**src/rtl/usb_susp_pkg.sv**
```systemverilog
package usb_susp_pkg;
  typedef enum logic [1:0] {
    LS_SE0 = 2'b00,
    LS_J   = 2'b01,
    LS_K   = 2'b10,
    LS_SE1 = 2'b11
  } line_e;

  typedef enum logic [1:0] {
    ST_ACTIVE = 2'b00,
    ST_SUSP   = 2'b01,
    ST_WAKE   = 2'b10
  } state_e;
endpackage

```
**src/rtl/usb_susp_sync.sv**
```systemverilog
module usb_susp_sync #(
  parameter int          W       = 2,
  parameter logic [W-1:0] RST_VAL = '0
) (
  input  logic         clk_i,
  input  logic         rst_ni,
  input  logic [W-1:0] d_i,
  output logic [W-1:0] q_o
);
  for (genvar i = 0; i < W; i++) begin : g_bit
    logic s1_q, s2_q;
    always_ff @(posedge clk_i or negedge rst_ni) begin
      if (!rst_ni) begin
        s1_q <= RST_VAL[i];
        s2_q <= RST_VAL[i];
      end else begin
        s1_q <= d_i[i];
        s2_q <= s1_q;
      end
    end
    assign q_o[i] = s2_q;
  end
endmodule

```
**src/rtl/usb_susp_counter.sv**
```systemverilog
module usb_susp_counter #(
  parameter int LIMIT = 4
) (
  input  logic clk_i,
  input  logic rst_ni,
  input  logic clr_i,
  input  logic inc_i,
  output logic hit_o
);
  localparam int CW = (LIMIT > 2) ? $clog2(LIMIT) : 1;
  localparam logic [CW-1:0] LAST = CW'(LIMIT - 1);

  logic [CW-1:0] cnt_q;

  assign hit_o = inc_i && (cnt_q == LAST);

  always_ff @(posedge clk_i or negedge rst_ni) begin
    if (!rst_ni)      cnt_q <= '0;
    else if (clr_i)   cnt_q <= '0;
    else if (hit_o)   cnt_q <= '0;
    else if (inc_i)   cnt_q <= cnt_q + 1'b1;
  end


  cnt_bound_chk: assert property (@(posedge clk_i) disable iff (!rst_ni)
    cnt_q <= LAST);


  cnt_clear_chk: assert property (@(posedge clk_i) disable iff (!rst_ni)
    clr_i |=> (cnt_q == '0));
endmodule

```
**src/rtl/usb_susp_flag.sv**
```systemverilog
module usb_susp_flag (
  input  logic clk_i,
  input  logic rst_ni,
  input  logic set_i,
  input  logic clr_i,
  output logic q_o
);
  always_ff @(posedge clk_i or negedge rst_ni) begin
    if (!rst_ni)     q_o <= 1'b0;
    else if (set_i)  q_o <= 1'b1;   // set wins over clear
    else if (clr_i)  q_o <= 1'b0;
  end


  flag_set_chk: assert property (@(posedge clk_i) disable iff (!rst_ni)
    set_i |=> q_o);


  flag_hold_chk: assert property (@(posedge clk_i) disable iff (!rst_ni)
    (q_o && !clr_i) |=> q_o);


  flag_clr_chk: assert property (@(posedge clk_i) disable iff (!rst_ni)
    (clr_i && !set_i) |=> !q_o);
endmodule

```
**src/rtl/usb_susp_ctrl.sv**
```systemverilog
module usb_susp_ctrl
  import usb_susp_pkg::*;
#(
  parameter int IDLE_CYCLES = 144000,  // 3 ms at 48 MHz
  parameter int K_CYCLES    = 480000   // 10 ms at 48 MHz
) (
  input  logic       clk_i,
  input  logic       rst_ni,
  input  logic [1:0] line_i,
  input  logic       rwu_en_i,
  input  logic       wake_req_i,
  input  logic       entry_clr_i,
  input  logic       exit_clr_i,
  output logic       suspend_o,
  output logic       entry_flag_o,
  output logic       exit_flag_o,
  output logic       drive_k_o,
  output logic       req_bit_o,
  output logic       wake_o
);
  logic [1:0] line_s;
  logic       line_idle;
  state_e     state_q, state_d;
  logic       idle_hit, k_hit;
  logic       host_res, accept;
  logic       entry_set, exit_set;
  logic       req_q;

  usb_susp_sync #(.W(2), .RST_VAL(LS_SE0)) u_sync (
    .clk_i (clk_i),
    .rst_ni(rst_ni),
    .d_i   (line_i),
    .q_o   (line_s)
  );

  assign line_idle = (line_s == LS_J);

  usb_susp_counter #(.LIMIT(IDLE_CYCLES)) u_idle_cnt (
    .clk_i (clk_i),
    .rst_ni(rst_ni),
    .clr_i (!((state_q == ST_ACTIVE) && line_idle)),
    .inc_i ((state_q == ST_ACTIVE) && line_idle),
    .hit_o (idle_hit)
  );

  usb_susp_counter #(.LIMIT(K_CYCLES)) u_k_cnt (
    .clk_i (clk_i),
    .rst_ni(rst_ni),
    .clr_i (state_q != ST_WAKE),
    .inc_i (state_q == ST_WAKE),
    .hit_o (k_hit)
  );

  // host activity has priority over a same-cycle wake request
  assign host_res = (state_q == ST_SUSP) && !line_idle;
  assign accept   = (state_q == ST_SUSP) && line_idle && wake_req_i && rwu_en_i;

  always_comb begin
    state_d = state_q;
    unique case (state_q)
      ST_ACTIVE: if (idle_hit) state_d = ST_SUSP;
      ST_SUSP: begin
        if (host_res)    state_d = ST_ACTIVE;
        else if (accept) state_d = ST_WAKE;
      end
      ST_WAKE:   if (k_hit) state_d = ST_ACTIVE;
      default:   state_d = ST_ACTIVE;
    endcase
  end

  always_ff @(posedge clk_i or negedge rst_ni) begin
    if (!rst_ni) state_q <= ST_ACTIVE;
    else         state_q <= state_d;
  end

  always_ff @(posedge clk_i or negedge rst_ni) begin
    if (!rst_ni)     req_q <= 1'b0;
    else if (accept) req_q <= 1'b1;
    else if (k_hit)  req_q <= 1'b0;
  end

  assign entry_set = (state_q == ST_ACTIVE) && idle_hit;
  assign exit_set  = host_res || accept;

  usb_susp_flag u_entry_flag (
    .clk_i (clk_i),
    .rst_ni(rst_ni),
    .set_i (entry_set),
    .clr_i (entry_clr_i),
    .q_o   (entry_flag_o)
  );

  usb_susp_flag u_exit_flag (
    .clk_i (clk_i),
    .rst_ni(rst_ni),
    .set_i (exit_set),
    .clr_i (exit_clr_i),
    .q_o   (exit_flag_o)
  );

  assign suspend_o = (state_q == ST_SUSP);
  assign drive_k_o = (state_q == ST_WAKE);
  assign req_bit_o = req_q;
  // unclocked path from raw line: valid with clk_i stopped
  assign wake_o    = exit_flag_o || (suspend_o && (line_i != LS_J));


  entry_flag_chk: assert property (@(posedge clk_i) disable iff (!rst_ni)
    $rose(suspend_o) |-> entry_flag_o);


  exit_flag_chk: assert property (@(posedge clk_i) disable iff (!rst_ni)
    $fell(suspend_o) |-> exit_flag_o);


  drive_req_chk: assert property (@(posedge clk_i) disable iff (!rst_ni)
    drive_k_o |-> (req_bit_o && !suspend_o));


  ignored_req_chk: assert property (@(posedge clk_i) disable iff (!rst_ni)
    (wake_req_i && !(suspend_o && rwu_en_i)) |=> !$rose(drive_k_o));


  resume_wins_chk: assert property (@(posedge clk_i) disable iff (!rst_ni)
    (suspend_o && (line_s != LS_J) && wake_req_i) |=> (!drive_k_o && !suspend_o));


  release_active_chk: assert property (@(posedge clk_i) disable iff (!rst_ni)
    $fell(drive_k_o) |-> (!suspend_o && !req_bit_o));


  wake_flag_chk: assert property (@(posedge clk_i) disable iff (!rst_ni)
    exit_flag_o |-> wake_o);
endmodule

```
**config.mk**
```make
export PLATFORM = sky130hd
export DESIGN_NAME = usb_susp_ctrl
export DESIGN_NICKNAME = d
export VERILOG_FILES = /design/src/rtl/usb_susp_pkg.sv /design/src/rtl/usb_susp_sync.sv /design/src/rtl/usb_susp_counter.sv /design/src/rtl/usb_susp_flag.sv /design/src/rtl/usb_susp_ctrl.sv
export SDC_FILE = /design/constraint.sdc
export NUM_CORES = 1
export LEC_CHECK = 0
export BUFFER_PORTS_ARGS = -buffer_cell sky130_fd_sc_hd__buf_4
export CAP_MARGIN = 20
export CORE_UTILIZATION = 55
export CTS_BUF_LIST = sky130_fd_sc_hd__clkbuf_4 sky130_fd_sc_hd__clkbuf_8
export CTS_CLUSTER_SIZE = 25
export DETAILED_ROUTE_END_ITERATION = 8
export HOLD_SLACK_MARGIN = 0.12
export PLACE_DENSITY = 0.73
export SLEW_MARGIN = 0
export SYNTH_ARGS = -nofsm -noshare
export SYNTH_HDL_FRONTEND = slang
export SYNTH_SLANG_ARGS = --single-unit
export TNS_END_PERCENT = 10
```
**constraint.sdc**
```tcl
create_clock -name clk_i -period 1.92 [get_ports clk_i]
set_input_delay 0.096 -clock clk_i [delete_from_list [all_inputs] [get_ports clk_i]]
set_output_delay 0.096 -clock clk_i [all_outputs]
set_load 0.005 [all_outputs]
```
---- After elaboration in Yosys (flattened, before gate mapping) ----
Index checks and enable logic that the tools add are counted.
storage, ports and cells
  bits in registers ....................... 46
  latch bits .............................. 0
  bits in writable memories ............... 0
  ROM bits ................................ 0
  input port bits ......................... 8
  memories kept ........................... 0
operators by class
  add/subtract/negate cells ............... 2
  $mul .................................... 0
  div/mod/pow operators ................... 0
  magnitude comparators ................... 0
  eq/ne operators ......................... 10
  shifts and indexed selects .............. 0
  multiplexer cells ....................... 16
  bitwise logic cells ..................... 0
  reductions and logical operators ........ 18
operators with widths
  kind                   count
  $mux 19                3
  $mux 18                2
  $add 19x1->19 const B  1
  $eq 19x19->1 const B   1
  $add 18x1->18 const B  1
  $eq 18x18->1 const B   1
  $logic_and 1x1->1      9
  $mux 2                 4
  $mux 1                 6
  $ne 2x2->1 const B     3
  $pmux 2 s3             1
  $reduce_bool 2->1      3
  $eq 2x1->1 const B     2
  $ne 3x1->1 const B     1
  $reduce_and 3->1       1
  $reduce_bool 3->1      1
  $eq 2x2->1 const B     1
  $logic_not 2->1        1
  $logic_or 1x1->1       2
  $ne 2x1->1 const B     1
  $logic_not 1->1        1

---- Longest topological paths before layout ----
  word-level depth ........................ 7
  gate-level depth with buffers ........... 7
  gate-level depth less buffers ........... 5

---- Modules after synthesis ----
A second synthesis with hierarchy kept.
unflattened totals
  cells, all modules ...................... 259
  area, all modules ....................... 2459.9 µm²
modules (own cells, without submodules)
  module                         instances  cells each  area each (µm²)
  usb_susp_counter (u_k_cnt)     1          116         1062.3
  usb_susp_counter (u_idle_cnt)  1          110         1009.7
  usb_susp_ctrl                  1          21          200.2
  usb_susp_sync                  1          6           115.1
  usb_susp_flag                  2          3           36.3

---- Worst setup path before layout ----
Ideal clock, no wire load.
  path type ............................... register to register
  start point ............................. register u_k_cnt.cnt_q[0]
  end point ............................... register u_k_cnt.cnt_q[18]
  setup time .............................. 0.073 ns
  arrival ................................. 1.581 ns
  required time ........................... 1.847 ns
  path slack .............................. 0.266 ns
  stages on the path, launching flop included .. 6
  clock period less this slack ............ 1.654 ns
  path through ............................ dfrtp_1 > ha_1 > and3_1 > nand4_4 > or4_4 > a21oi_2
between the ends
  longest elaborated chain between the ends .. 4
  elaborated cells on any way between the ends .. 7
ends and longest elaborated chain
  element                                               RTL line                                        text
  start: declaration                                    usb_susp_counter.sv:13                          logic [CW-1:0] cnt_q;
  start signal: assignment                              usb_susp_counter.sv:21                          else if (inc_i) cnt_q <= cnt_q + 1'b1;
  $add 19x1->19 / $eq 19x19->1 (equally long branches)  usb_susp_counter.sv:21, usb_susp_counter.sv:15
  $mux 19 / $logic_and 1x1->1 (equally long branches)   usb_susp_counter.sv:21, usb_susp_counter.sv:15
  $mux 19                                               usb_susp_counter.sv:20                          else if (hit_o) cnt_q <= '0;
  $mux 19                                               usb_susp_counter.sv:19                          else if (clr_i) cnt_q <= '0;
Parallel ways exist; a longest one is shown, timed or not. The select of a mux whose other input is x is not followed.
A chain may end at the register's enable or synchronous reset.

---- Final worst setup path ----
Same ends and word-level chain as after synthesis.

==> results_dict.tcl <==
set metrics [dict create \
    run_status "finished clean" \
    synth.largest_area_cell "dfrtp_1" \
    post-route-util_pct 67.6 \
    clk_latency_ps 290 \
    tightestPinTransition_ps 556 \
    antenna_cells 0 \
    die-area_sq_mm 0.00426 \
    drive_above_1_share_pct 13.9 \
    grt_first_pass_wirelength_microns 7170 \
    wl_per_cell_microns 13.6 \
    maxCapViolations 0 \
    arrival_ps 2020 \
    cts_buffers 5 \
    synth_edf_count 0 \
    drc 0 \
    pin_count 14 \
    hold_slack_ps 331 \
    tns_ps 0 \
    synth_cells 218 \
    critPathMaxFanout 7 \
    place_area_sq_mm 0.00236 \
    fmax_mhz 556 \
    dieWidth_microns 65.3 \
    synth.distinct_cells 37 \
    hp-class "in -> async" \
    ys_ff_latch 46 \
    power_mw 1.65 \
    htree_num_levels 2 \
    rsz0062_at_grt "false" \
    critPathRequiredTime_ps 2150 \
    die_h_microns 65.3 \
    synth.yosys.warnings 0 \
    grt_pass1_vias 1633 \
    skew_ps 7.16 \
    crit_type "reg -> reg" \
    vias 1610 \
    syn_area_sq_mm 0.00220 \
    rows 22 \
    synth_nets 228 \
    root_buffer "clkbuf_8" \
    period_minus_slack_ps 1800 \
    routed_via_density 5.51 \
    cts_setup_buffers 0 \
    slew-limit-headroom_pct 62.9 \
    p_leak_nw 1.07 \
    cp-start-kind "register" \
    port_buffers 13 \
    gp_congestion 0.833 \
    clk_pin_slew_ps 80 \
    wirelength_microns 3970 \
    grt_util_all_layers_pct 22.2 \
    ys_top_cells_by_count "dfrtp_1, nor2_1, xor2_1" \
    avgSynthCellArea_sq_um 10.1 \
    slew_violations 0 \
    clock_path_buffers 2 \
    cts.sinks 46 \
    synth_ff_type "dfrtp_1" \
    dp_hpwl_microns 2730 \
    synthToLayoutAreaGrowth_pct 14.8 \
    setup_viol 0 \
    power_density_mw_per_mm2 650 \
    async_flop_share_pct 100 \
    vdd_ir_drop_max_mv 0.482 \
    fin_crit_sh_pct 93.7 \
    drt-pass1-iter-count 4 \
    yosysMostFrequentCell "dfrtp_1" \
    initial_utilization_pct 58.9 \
    ys_seq_area_share_pct 52.2 \
    hold_viol 0 \
    ys_top_cells_by_area "dfrtp_1, xor2_1, nor2_1, nand4_1, nand3_1" \
    grt_max_degree 47 \
    end_kind "register" \
    fin_area_sq_mm 0.00253 \
    coreArea_sq_mm 0.00374 \
    grt_overflow 0 \
    antenna_found_initial 0 \
    fillers 300 \
    cts_tree "done" \
    drtIter0Drc 63 \
    num-nets-final 253 \
    synth_top_area_share_pct 52.2 \
    ant_nets 0 \
]
## state kept, by name, indices dropped and copies added, names as in the netlist
signal and count:
u_idle_cnt.cnt_q 18, state_q 2, u_sync.g_bit.s2_q 2, u_entry_flag.q_o 1
u_exit_flag.q_o 1, u_sync.g_bit.s1_q 2, req_bit_o 1, u_k_cnt.cnt_q 19
## path summary, 6_finish.rpt
kind                                         to  slack [ps]  depth (start not counted)            startpoint
setup / recovery              u_k_cnt.cnt_q[18]         120                          5      u_k_cnt.cnt_q[0]
hold / removal             u_sync.g_bit[0].s2_q         330                          2                rst_ni
setup reg to reg              u_k_cnt.cnt_q[18]         120                          5      u_k_cnt.cnt_q[0]
hold reg to reg            u_sync.g_bit[0].s2_q         360                          0  u_sync.g_bit[0].s1_q
max in group asynchronous      u_k_cnt.cnt_q[8]        1210                          2                rst_ni
min in group clk_i         u_sync.g_bit[0].s2_q         360                          0  u_sync.g_bit[0].s1_q
## per-layer routing
| metal | track usage [%] | wire [microns] |
|---|---|---|
| met3 | 6.08 | 120 |
| met4 | 7.61 | 33 |
| met1 | 27.9 | 1910 |
| met2 | 36.6 | 1910 |
| met5 | 0 | 0 |
## per-stage QoR
step	setup WS, ps	std cells
finish	121	292
detailed placement	126	277
global placement	210	277
CTS	102	292
floorplan	266	218
global route	20.4	292
## layout by cell type (no fill, tap or decap), types with 2 or more instances in the layout
| cell type | Yosys | final |
|---|---|---|
| xor2_1 | 16 | 16 |
| dlygate4sd3_1 | 0 | 7 |
| nand4_1 | 12 | 12 |
| and4_1 | 3 | 3 |
| o31ai_1 | 2 | 2 |
| o21ai_0 | 10 | 10 |
| or3_1 | 10 | 10 |
| inv_1 | 10 | 10 |
| ha_1 | 2 | 2 |
| nand2_1 | 12 | 12 |
| a21oi_1 | 11 | 11 |
| buf_4 | 4 | 16 |
| nor2_1 | 30 | 30 |
| clkbuf_8 | 0 | 6 |
| dfrtp_1 | 46 | 46 |
| and2_1 | 2 | 2 |
| nor3_1 | 2 | 2 |
| and3_1 | 5 | 5 |
| o22ai_1 | 2 | 2 |
| nor4b_1 | 2 | 2 |
| xnor2_1 | 7 | 7 |
| nand3_1 | 13 | 13 |
## power by group
part	total, mW	leakage, nW	internal (mW)	switching [mW]
logic	0.0612	0.389	0.0265	0.0347
registers	0.976	0.627	0.974	0.00249
clock network	0.608	0.0517	0.305	0.303
## layout make-up
class,instances,area [sq um],share of cell area [%]
Multi-Input combinational cell,156,976,38.6
Inverter,10,37.5,1.48
Timing Repair Buffer,24,210,8.31
Clock inverter,1,5.00,0.198
Clock buffer,7,90.1,3.56
Tap cell,48,60.1,2.37
Sequential cell,46,1150,45.5
## what timing repair did
action | in CTS | in global routing
endpoints found under the hold margin | 53 | 0
hold buffers | 7 | 0
gates resized for setup | 0 | 1
endpoints found under the setup margin | 0 | 18
## cell families after synthesis
group,synth area share [%]
AO/OA/AOI/OAI,8.57
XOR/XNOR,9.14
adder cells (fa/ha/maj),1.14
buffers and inverters,3.75
flip-flops,52.2
AND/OR/NAND/NOR,25.2
## critical path, stage by stage (launching register included)
cell and delay [ps]:
dfrtp_1 390, ha_1 220, and3_1 300, nand4_4 170, or4_4 500, a21oi_2 140
(Power assumes the default switching activity.)
